===== src/rtl/fsc_pkg.sv =====
package fsc_pkg;
  localparam logic [1:0] FRAME_CODE = 2'b11;
  localparam logic [1:0] SUBST_CODE = 2'b10;

  typedef enum logic [1:0] {
    SLOT_FRAME = 2'd0,
    SLOT_PORT  = 2'd1,
    SLOT_DIP   = 2'd2
  } slot_e;

  // one diagonal step: rotate the two lanes, then add the new word
  function automatic logic [1:0] dip_fold(input logic [1:0] acc, input logic [1:0] w);
    return {acc[0], acc[1]} ^ w;
  endfunction
endpackage


===== src/rtl/fsc_sequencer.sv =====
module fsc_sequencer
  import fsc_pkg::*;
#(
  parameter int NPORTS = 10,
  parameter int IDX_W  = 4
) (
  input  logic             clk,
  input  logic             rst_n,
  input  logic             en,
  input  logic             dip_en,
  output slot_e            kind,
  output logic [IDX_W-1:0] idx
);
  localparam logic [IDX_W-1:0] LAST = IDX_W'(NPORTS - 1);

  slot_e            kind_q;
  logic [IDX_W-1:0] idx_q;

  always_ff @(posedge clk or negedge rst_n) begin
    if (!rst_n) begin
      kind_q <= SLOT_FRAME;
      idx_q  <= '0;
    end else if (!en) begin
      kind_q <= SLOT_FRAME;
      idx_q  <= '0;
    end else begin
      case (kind_q)
        SLOT_FRAME: begin
          kind_q <= SLOT_PORT;
          idx_q  <= '0;
        end
        SLOT_PORT: begin
          if (idx_q == LAST) begin
            kind_q <= dip_en ? SLOT_DIP : SLOT_FRAME;
            idx_q  <= '0;
          end else begin
            idx_q <= idx_q + 1'b1;
          end
        end
        default: begin
          kind_q <= SLOT_FRAME;
          idx_q  <= '0;
        end
      endcase
    end
  end

  assign kind = kind_q;
  assign idx  = idx_q;
endmodule


===== src/rtl/fsc_parity.sv =====
module fsc_parity
  import fsc_pkg::*;
(
  input  logic       clk,
  input  logic       rst_n,
  input  logic       clear,
  input  logic       load,
  input  logic [1:0] word,
  output logic [1:0] dip
);
  logic [1:0] acc_q;

  always_ff @(posedge clk or negedge rst_n) begin
    if (!rst_n)     acc_q <= 2'b00;
    else if (clear) acc_q <= 2'b00;
    else if (load)  acc_q <= dip_fold(acc_q, word);
  end

  // placeholder all-ones word folded in, then inverted for odd parity
  assign dip = ~dip_fold(acc_q, FRAME_CODE);
endmodule


===== src/rtl/fsc_gen.sv =====
module fsc_gen
  import fsc_pkg::*;
#(
  parameter int NPORTS = 10
) (
  input  logic                clk,
  input  logic                rst_n,
  input  logic                en,
  input  logic                dip_en,
  input  logic [2*NPORTS-1:0] port_stat,
  output logic [1:0]          stat
);
  localparam int IDX_W = (NPORTS > 1) ? $clog2(NPORTS) : 1;

  slot_e               kind;
  logic [IDX_W-1:0]    idx;
  logic [2*NPORTS-1:0] clean;
  logic [2*NPORTS-1:0] snap_q;
  logic [1:0]          port_word;
  logic [1:0]          dip;
  logic [1:0]          next_word;
  logic [1:0]          stat_q;

  fsc_sequencer #(.NPORTS(NPORTS), .IDX_W(IDX_W)) i_seq (
    .clk(clk), .rst_n(rst_n), .en(en), .dip_en(dip_en),
    .kind(kind), .idx(idx)
  );

  // the reserved code never leaves as a port word
  for (genvar p = 0; p < NPORTS; p++) begin : g_clean
    assign clean[2*p +: 2] = (port_stat[2*p +: 2] == FRAME_CODE) ? SUBST_CODE
                                                                : port_stat[2*p +: 2];
  end

  always_ff @(posedge clk or negedge rst_n) begin
    if (!rst_n)                          snap_q <= '0;
    else if (en && kind == SLOT_FRAME)   snap_q <= clean;
  end

  assign port_word = snap_q[2*idx +: 2];

  fsc_parity i_par (
    .clk(clk), .rst_n(rst_n),
    .clear(kind == SLOT_FRAME),
    .load(en && kind == SLOT_PORT),
    .word(port_word),
    .dip(dip)
  );

  always_comb begin
    next_word = FRAME_CODE;
    if (en) begin
      case (kind)
        SLOT_PORT: next_word = port_word;
        SLOT_DIP:  next_word = dip;
        default:   next_word = FRAME_CODE;
      endcase
    end
  end

  always_ff @(posedge clk or negedge rst_n) begin
    if (!rst_n) stat_q <= FRAME_CODE;
    else        stat_q <= next_word;
  end

  assign stat = stat_q;
endmodule


===== config.mk =====
export PLATFORM = sky130hd
export DESIGN_NAME = fsc_gen
export DESIGN_NICKNAME = d
export VERILOG_FILES = /design/src/rtl/fsc_pkg.sv /design/src/rtl/fsc_sequencer.sv /design/src/rtl/fsc_parity.sv /design/src/rtl/fsc_gen.sv
export SDC_FILE = /design/constraint.sdc
export NUM_CORES = 1
export LEC_CHECK = 0
export ABC_AREA = 1
export CAP_MARGIN = 20
export CORE_MARGIN = 5
export CORE_UTILIZATION = 46
export DETAILED_ROUTE_END_ITERATION = 8
export PLACE_DENSITY = 0.77
export SLEW_MARGIN = 40
export SYNTH_ARGS = -nofsm -noshare
export SYNTH_HDL_FRONTEND = slang
export SYNTH_SLANG_ARGS = --single-unit

===== constraint.sdc =====
create_clock -name clk -period 1.22 [get_ports clk]
set_input_delay 0.183 -clock clk [delete_from_list [all_inputs] [get_ports clk]]
set_output_delay 0.183 -clock clk [all_outputs]
set_load 0.005 [all_outputs]

* Yosys cells after proc, flatten, opt, wreduce, memory -nomap -nowiden
Cells that the tools add are included.
** Word-level totals
- Register bits after elaboration :: 30
- Output and inout port bits :: 2
- Logic and storage cells :: 49
** Operators by class
- Reduce and logical (&&, ||, !) cells :: 4
- Shift operators :: 1
- Equality and inequality tests :: 14
- Multiplexer cells :: 21
- Add/sub/neg operators :: 1
- Bitwise gates (word level) :: 3
** Operator list (count)
- 2-to-1 mux 2 bit :: 16
- equality test 2 bit, second input constant :: 11
- variable part select 20 x 6 -> 2 bit :: 1
- 2-to-1 mux 4 bit :: 3
- case mux 2 bit (2 select lines) :: 2
- adder 4 x 1 -> 4 bit, second input constant :: 1
- equality test 4 bit, second input constant :: 1
- NOT 2 bit :: 2
- inequality test 3 x 2 -> 1 bit, second input constant :: 1
- equality test 2 x 1 -> 1 bit, second input constant :: 1
- logical AND 1 bit :: 2
- zero test 2 bit :: 1
- nonzero test 2 bit :: 1
- bitwise XOR 2 bit :: 1

* Logic depth before layout (Yosys ltp)
Gate-level depths: netlist of the first run.
- Depth after elaboration :: 4
- Mapped depth :: 9
- Gate-level depth less buffers :: 9

* By module
From an unflattened synthesis of the first run, not the netlist that was laid out.
** Second synthesis, totals
- Cells, all modules :: 191
- Area, all modules :: 1530.2 µm²
** Modules (own cells, without submodules)
- fsc_gen :: area an instance 1104.8 µm², cells each 142, sequential area each 553.0 µm², times used 1
- fsc_sequencer :: area an instance 306.5 µm², cells each 30, sequential area each 150.1 µm², times used 1
- fsc_parity :: area an instance 118.9 µm², cells each 19, sequential area each 50.0 µm², times used 1

* Worst setup path before layout of the first run
Ideal clock, no wire load.
- Path type :: flip-flop to flip-flop
- Start point :: register i_seq.kind_q[0], in the netlist i_seq.kind[0]
- End point :: register snap_q[18]
- Arrival :: 1.231 ns
- Setup time :: 0.121 ns
- Cell stages (with the launch flop) :: 7
- Period minus slack after synthesis :: 1.352 ns
- Path slack :: -0.132 ns
- Cells stage by stage :: dfrtp_1 inv_1 ha_1 nand2_1 clkbuf_1 nor2_1 a22o_1
** Between the ends
- Longest elaborated chain between the ends :: 2
** RTL lines
- from (decl) :: line fsc_sequencer.sv:16 : slot_e kind_q;
- from (signal assigned) :: line fsc_sequencer.sv:34 : kind_q <= dip_en ? SLOT_DIP : SLOT_FRAME;
- zero test 2 bit :: line fsc_gen.sv:37 : else if (en && kind == SLOT_FRAME) snap_q <= clean;
- logical AND 1 bit :: line fsc_gen.sv:37
- to (signal assigned) :: line fsc_gen.sv:37
- to (decl) :: line fsc_gen.sv:18 : logic [2*NPORTS-1:0] snap_q;
Every way passes these cells.
A chain may end at the register's enable or synchronous reset.

* Final worst setup path of the first run
- Start point :: register i_seq.idx_q[0], in the netlist i_seq.idx[0]
- End point :: register i_par.acc_q[0]
** Between the ends
- Longest elaborated chain between the ends :: 4
** RTL lines
- from (decl) :: line fsc_sequencer.sv:17 : logic [IDX_W-1:0] idx_q;
- from (signal assigned) :: line fsc_sequencer.sv:37 : idx_q <= idx_q + 1'b1;
- variable part select 20 x 6 -> 2 bit :: line fsc_gen.sv:40 : assign port_word = snap_q[2*idx +: 2];
- bitwise XOR 2 bit :: line fsc_pkg.sv:13 : return {acc[0], acc[1]} ^ w;
- 2-to-1 mux 2 bit :: line fsc_parity.sv:16 : else if (load) acc_q <= dip_fold(acc_q, word);
- 2-to-1 mux 2 bit :: line fsc_parity.sv:15 : else if (clear) acc_q <= 2'b00;
- to (signal assigned) :: line fsc_parity.sv:16
- to (decl) :: line fsc_parity.sv:11 : logic [1:0] acc_q;
Every way passes these cells. The select of a mux whose other input is x is not followed.

==> impl_metrics.csv, run 1 <==
group,metric,value,unit
run_status,status,"complete, but fails checks",
run_status,violations,"setup timing",
synth,synthMuxAreaShare,0,
route,dr.pass1.iters,4,
route,first_iter_violations,77,
synth,synth_edf_count,0,
clock_tree,root_buffer,"clkbuf_4",
power_and_ir_drop,total_power,2.669,mW
synth,synthTopCellsByArea,"dfrtp_1, nand2_1, nand3_1, inv_1, ha_1",
timing,max-slew-margin-rel,0.8222,
hold_path,min_path_type,"primary input to async pin",
global_routing,gr-total-overflow,0,
floorplanning,die_x,66.58,µm
placement,dpl_worst_slack,-0.1424,ns
synth,ys_ff_latch,30,
floorplanning,io_pins,26,
synth,netlist_area,1473,µm²
worst_setup_path,startpoint,"i_seq.idx[0]",
floorplanning,start_util,0.4824,
synth,yosys.area_share.simple,0.2557,
clock_tree,cts_buffer_depth,2,
route,drc,0,
synth,synth_compound_area_frac,0.08921,
worst_setup_path,path_class,"flip-flop to flip-flop",
synth,synth_commonest_cells,"nand2_1, dfrtp_1, inv_1",
global_routing,first_global_vias,1314,
global_routing,grt_max_degree,31,
timing,min_period_over_period,1.055,
route,totalWireLength,3.404,mm
clock_tree,cts_num_sinks,30,
route,antenna_left,0,
worst_setup_path,critical_path_required,1.45,ns
layout,layout.nets,260,
timing,setup_viol,4,
worst_setup_path,crit_arrival,1.52,ns
placement,port_buffers,25,
synth,synth_cell_types,22,
power_and_ir_drop,ir_worst_vdd,0.0009964,V
timing,fin_skew,0.007407,ns
clock_tree,cts_max_level,2,
global_routing,globalRouteTotalUtil,0.1609,
timing,fin_setup_tns,-0.1958,ns
floorplanning,die-height,66.58,µm
route,wire_per_inst,12.38,µm
worst_setup_path,regToRegSetupSlack,-0.07,ns
run,maxCapViolCount,0,
timing,worst_slack,-0.06733,ns
clock_tree,cts_tree,"done",
floorplanning,core,3053,µm²
synth,synth_top_area_share,0.4758,
worst_setup_path,critPathLaunchType,"flip-flop",
synth,yosysMostFrequentCell,"nand2_1",
layout,drive_gt1_frac,0.3203,
layout,antenna_cells,0,
worst_setup_path,r2r-end,"i_par.acc_q[0]",
synth,ys.warnings.count,0,
layout,area_growth,47.92,%
placement,routabilityCongestion,0.8670,
floorplanning,die_area,4433,µm²
synth,synth-seq-area-share,0.5115,
timing,period_minus_slack,1.287,ns
synth,synth_cells,181,
worst_setup_path,timing.rr.start,"i_seq.idx[0]",
synth,yosysTopAreaCell,"dfrtp_1",
global_routing,grt_pass1_wl,5.402,mm
timing,hold_violations,0,
timing,finalMaxSlewViolations,0,
timing,tightestPinTransition,0.2668,ns
global_routing,antenna_found_initial,0,
synth,ys_async_sr_fraction,1.000,
synth,synthAdderAreaFrac,0.05098,
timing,grt_setup_unrepaired,"yes",
route,vias_per_cell,4.851,
worst_setup_path,reg2regPathDepth,9,
floorplanning,num_rows,20,
worst_setup_path,cp-end-kind,"flip-flop",
power_and_ir_drop,p_leak,1.040,nW
synth,synthFlopType,"dfrtp_1",
clock_tree,clk_pin_slew,0.09,ns
synth,synth_top_family_by_area,"simple AND/OR/NAND/NOR gates",
power_and_ir_drop,power_density,1225,nW/µm²
timing,timing.fmax,776.8,MHz
route,num_vias,1334,
worst_setup_path,crit_path_max_fanout,7,
synth,synthXorXnorAreaFrac,0.005947,
synth,syn-num-nets,211,
placement,post-dp-hpwl,2.369,mm
clock_tree,clkLatencyLatePin,0.33,ns
synth,postSynthAreaPerCell,8.136,µm²
clock_tree,cts_buffers,5,
report_power, final:
part	switching, mW	total (mW)	internal (mW)
Clock	0.332	0.725	0.393
Sequential	0.0629	1.20	1.14
Combinational	0.401	0.744	0.343
Total	0.796	2.67	1.87
cells in the final DEF, fill, tap and decap left out:
cell,count
inv_2,6
dfrtp_1,26
nand2_2,7
nand3_1,11
nand2_1,37
nor2_1,9
nor2_2,3
a22o_1,1
buf_12,2
nor3_2,1
nor2_4,7
ha_1,5
clkdlybuf4s50_1,23
dfstp_2,2
inv_4,1
o21ai_1,12
xnor2_1,1
nand3_2,10
ha_4,1
a21oi_1,11
dfrtp_2,2
nand2_4,2
buf_6,4
clkbuf_4,5
nor3b_1,1
clkbuf_8,3
buf_8,1
inv_1,20
buf_4,13
clkinv_2,1
a211oi_2,1
buf_2,2
area by class of cell:
type	count	area (µm²)
clock buffer	8	78.83
fill	238	874.6
inverter	28	108.9
multi-input combinational	120	742.0
sequential	30	755.7
tap	44	55.05
timing repair buffer	45	437.9
worst max-delay path by stage:
stage                     endpoint  slack, ns  depth (start not counted)
CTS                 i_par.acc_q[1]      -0.05                          9
floorplan               snap_q[18]       0.02                          5
detailed placement      snap_q[18]      -0.14                          5
global route        i_par.acc_q[0]      -0.17                          9
finish              i_par.acc_q[0]      -0.07                          9
global placement         snap_q[6]      -0.11                          6
worst max-delay path: stages, from the launching register on:
cell	delay, ns
dfrtp_2	0.48
buf_6	0.16
nand2_2	0.07
nand3_2	0.08
nand3_2	0.09
nand3_2	0.08
nand2_2	0.08
nand2_1	0.05
nand3_1	0.06
nand2_1	0.05
metrics by stage:
step / hold WS [ns] / cell area [µm²] / cells / utilization
4_1_cts: 0.2039 / 2054 / 274 / 0.6730
6_report: 0.2055 / 2178 / 275 / 0.7135
2_1_floorplan: -0.1126 / 1483 / 181 / -
3_3_place_gp: 0.4900 / 1914 / 264 / 0.6270
5_1_grt: 0.2242 / 2178 / 275 / 0.7135
3_5_place_dp: 0.5036 / 1914 / 264 / 0.6270
registers in the layout, summed over array words and instances (netlist names):
signal / count
snap_q: 20
i_par.acc_q: 2
stat: 2
i_seq.kind: 2
i_seq.idx: 4
layer usage:
| metal | part of all wire | wire length, µm | global-route usage |
|---|---|---|---|
| met3 | 0.061 | 206 | 0.04722 |
| met2 | 0.46 | 1574 | 0.2550 |
| met5 | 0 | 0 | 0 |
| met1 | 0.45 | 1547 | 0.1891 |
| met4 | 0.022 | 76 | 0.1015 |
logic make-up (layout without fill, tap and decap cells):
family                   after synthesis  in the layout
flip-flops                            30             30
AND/OR/NAND/NOR                       88             88
XOR/XNOR                               1              1
buffers and inverters                 31             81
adder cells (fa/ha/maj)                6              6
AO/OA/AOI/OAI                         25             25
repair_timing:
action | CTS | global route
setup buffers | 2 | 1
endpoints found under the setup margin | 31 | 19
hold buffers | 0 | 0
resized for setup | 25 | 31
pin swaps | 1 | 13
Note: power is estimated with default switching activity, not from simulation.
==> run 2: changes to the inputs <==
--- a/config.mk
+++ b/config.mk
@@ -8,9 +8,9 @@
 export ABC_AREA = 1
 export CAP_MARGIN = 20
 export CORE_MARGIN = 5
-export CORE_UTILIZATION = 46
+export CORE_UTILIZATION = 55
 export DETAILED_ROUTE_END_ITERATION = 8
-export PLACE_DENSITY = 0.77
+export PLACE_DENSITY = 0.85
 export SLEW_MARGIN = 40
 export SYNTH_ARGS = -nofsm -noshare
 export SYNTH_HDL_FRONTEND = slang
==> constraint.sdc (replaced) <==
create_clock -name clk -period 1.55 [get_ports clk]
set_input_delay 0.2325 -clock clk [delete_from_list [all_inputs] [get_ports clk]]
set_output_delay 0.2325 -clock clk [all_outputs]
set_load 0.005 [all_outputs]
==> run 2 against run 1 <==
Against the previous run:
- the run now ends clean
- sequential share of layout area increased by 6.5 points
- clock power decreased by 33%
- routed wire length decreased by 9.3%
- cell count decreased by 11%
- die area decreased by 14%
- count of clock-buffer cells in the layout decreased by 1
- register-to-register slack improved by 0.18 ns
- highest routed layer unchanged
- core utilization increased by 1.5 points
==> impl_metrics.csv, run 2 (same netlist as run 1, synthesis figures left out) <==
group,metric,value,unit
clock_tree,cts_num_sinks,30,
layout,drive_gt1_frac,0.1209,
route,drc,0,
clock_tree,cts_max_level,2,
layout,final_cell_mix,"nand2_1, dfrtp_1, clkdlybuf4s50_1",
clock_tree,hold_buffers,0,
global_routing,grt_max_degree,31,
clock_tree,cts_setup_buffers,0,
worst_setup_path,critical_path_required,1.81,ns
floorplanning,core,2522,µm²
layout,layout_commonest_cell,"nand2_1",
clock_tree,cts_buffer_depth,2,
layout,multi_input_area,596.8,µm²
worst_setup_path,r2r-end,"i_seq.kind[0]",
timing,fin_setup_tns,0,ns
placement,port_buffers,25,
worst_setup_path,crit_path_max_fanout,8,
floorplanning,io_pins,26,
layout,post-route-cell-area,1837,µm²
route,wire_per_inst,12.60,µm
power_and_ir_drop,p_leak,0.8910,nW
clock_tree,clkLatencyLatePin,0.34,ns
layout,area_growth,24.72,%
power_and_ir_drop,power_density,1011,nW/µm²
timing,tightestPinTransition,0.3642,ns
clock_tree,cts_buffers,5,
floorplanning,die_area,3812,µm²
run,maxCapViolCount,0,
power_and_ir_drop,ir_worst_vdd,0.0007645,V
layout,layout.nets,244,
layout,post-route-util,0.7282,
clock_tree,root_buffer,"clkbuf_4",
layout,antenna_cells,0,
timing,setup_viol,0,
floorplanning,start_util,0.5838,
placement,post-dp-hpwl,2.244,mm
layout,top_register,"snap_q",
global_routing,antenna_found_initial,0,
worst_setup_path,cp-end-kind,"flip-flop",
worst_setup_path,crit_arrival,1.70,ns
route,num_vias,1248,
global_routing,grt_pass1_wl,5.216,mm
placement,routabilityCongestion,0.8145,
worst_setup_path,reg2regPathDepth,6,
layout,final.fill_count,194,
global_routing,first_global_vias,1267,
run_status,status,"completed",
global_routing,gr-total-overflow,0,
worst_setup_path,critPathLaunchType,"flip-flop",
clock_tree,cts_tree,"done",
timing,grt_setup_unrepaired,"no",
placement,dpl_cell_area,1772,µm²
floorplanning,die-height,61.75,µm
layout,regArea,755.7,µm²
route,dr.pass1.iters,6,
route,vias_per_cell,5.094,
route,totalWireLength,3.087,mm
timing,period_minus_slack,1.437,ns
worst_setup_path,timing.rr.start,"i_seq.idx[1]",
timing,finalMaxSlewViolations,0,
worst_setup_path,path_class,"flip-flop to flip-flop",
timing,max-slew-margin-rel,0.7572,
hold_path,min_path_type,"primary input to async pin",
timing,fin_skew,0.006538,ns
clock_tree,clk_pin_slew,0.09,ns
timing,timing.fmax,696.1,MHz
layout,largest_reg_flops,20,
global_routing,globalRouteTotalUtil,0.1909,
worst_setup_path,regToRegSetupSlack,0.11,ns
floorplanning,die_x,61.75,µm
floorplanning,num_rows,18,
route,antenna_left,0,
route,first_iter_violations,49,
timing,hold_violations,0,
timing,min_period_over_period,0.9268,
run 2: cell count changes in the layout (fill, tap and decap cells not counted), moves of 4 or more:
cell / delta
nor2_1: +10
nand3_2: -8
buf_6: -4
nor2_4: -7
nand3_1: +8
buf_4: -9
nand2_2: -5
nand2_1: +7
run 2: what timing repair did:
action	in CTS	in global routing
hold endpoints to repair	0	0
endpoints found under the setup margin	2	3
resized for setup	2	3
run 2: where the power goes:
| group | switching [mW] | internal, mW | leakage (nW) | total [mW] |
|---|---|---|---|---|
| Sequential | 0.0511 | 0.895 | 0.368 | 0.946 |
| Combinational | 0.244 | 0.182 | 0.488 | 0.426 |
| Clock | 0.265 | 0.219 | 0.0353 | 0.485 |
| Total | 0.560 | 1.30 | 0.891 | 1.86 |
run 2: worst max path at each step:
stage,start,to,slack (ns)
after CTS,i_seq.idx[0],i_seq.idx[3],0.07
after floorplan,i_seq.kind[0],snap_q[18],0.20
final,i_seq.idx[1],i_seq.kind[0],0.11
after global placement,en,snap_q[6],0.16
after global routing,i_seq.idx[1],i_seq.kind[0],0.01
after detailed placement,en,i_seq.idx[3],0.10
run 2: per-layer routing:
layer | vias up | share of wire | global-route usage
met5 | - | 0 | 0
met4 | 0 | 0.026 | 0.09091
met3 | 8 | 0.064 | 0.06198
met2 | 36 | 0.47 | 0.3154
met1 | 570 | 0.44 | 0.2249
li1 | 634 | - | -
run 2: per-stage QoR:
stage	std cells	power [mW]	setup WS, ns	hold WS (ns)
3_3_place_gp	237	1.366	0.1619	0.4846
5_1_grt	245	1.973	0.01012	0.2932
3_5_place_dp	237	1.390	0.1037	0.4997
6_report	245	1.857	0.1135	0.2650
4_1_cts	245	1.871	0.06969	0.2744
2_1_floorplan	181	1.219	0.1984	-0.06309
run 2: final cells by class:
cell class	count	area share
multi-input cells	120	0.3249
repair buffers	29	0.1512
clock inverters	1	0.002725
inverters	28	0.05926
flip-flops and latches	30	0.4114
well taps	30	0.02044
clock buffers	7	0.02997
run 2: worst max-delay path, cell delays in order, from the launching register on:
cell and delay [ns]:
dfrtp_2 0.47, inv_2 0.11, ha_1 0.16, nand3_1 0.16, nand2_1 0.26, nand3_1 0.11, o21ai_1 0.09
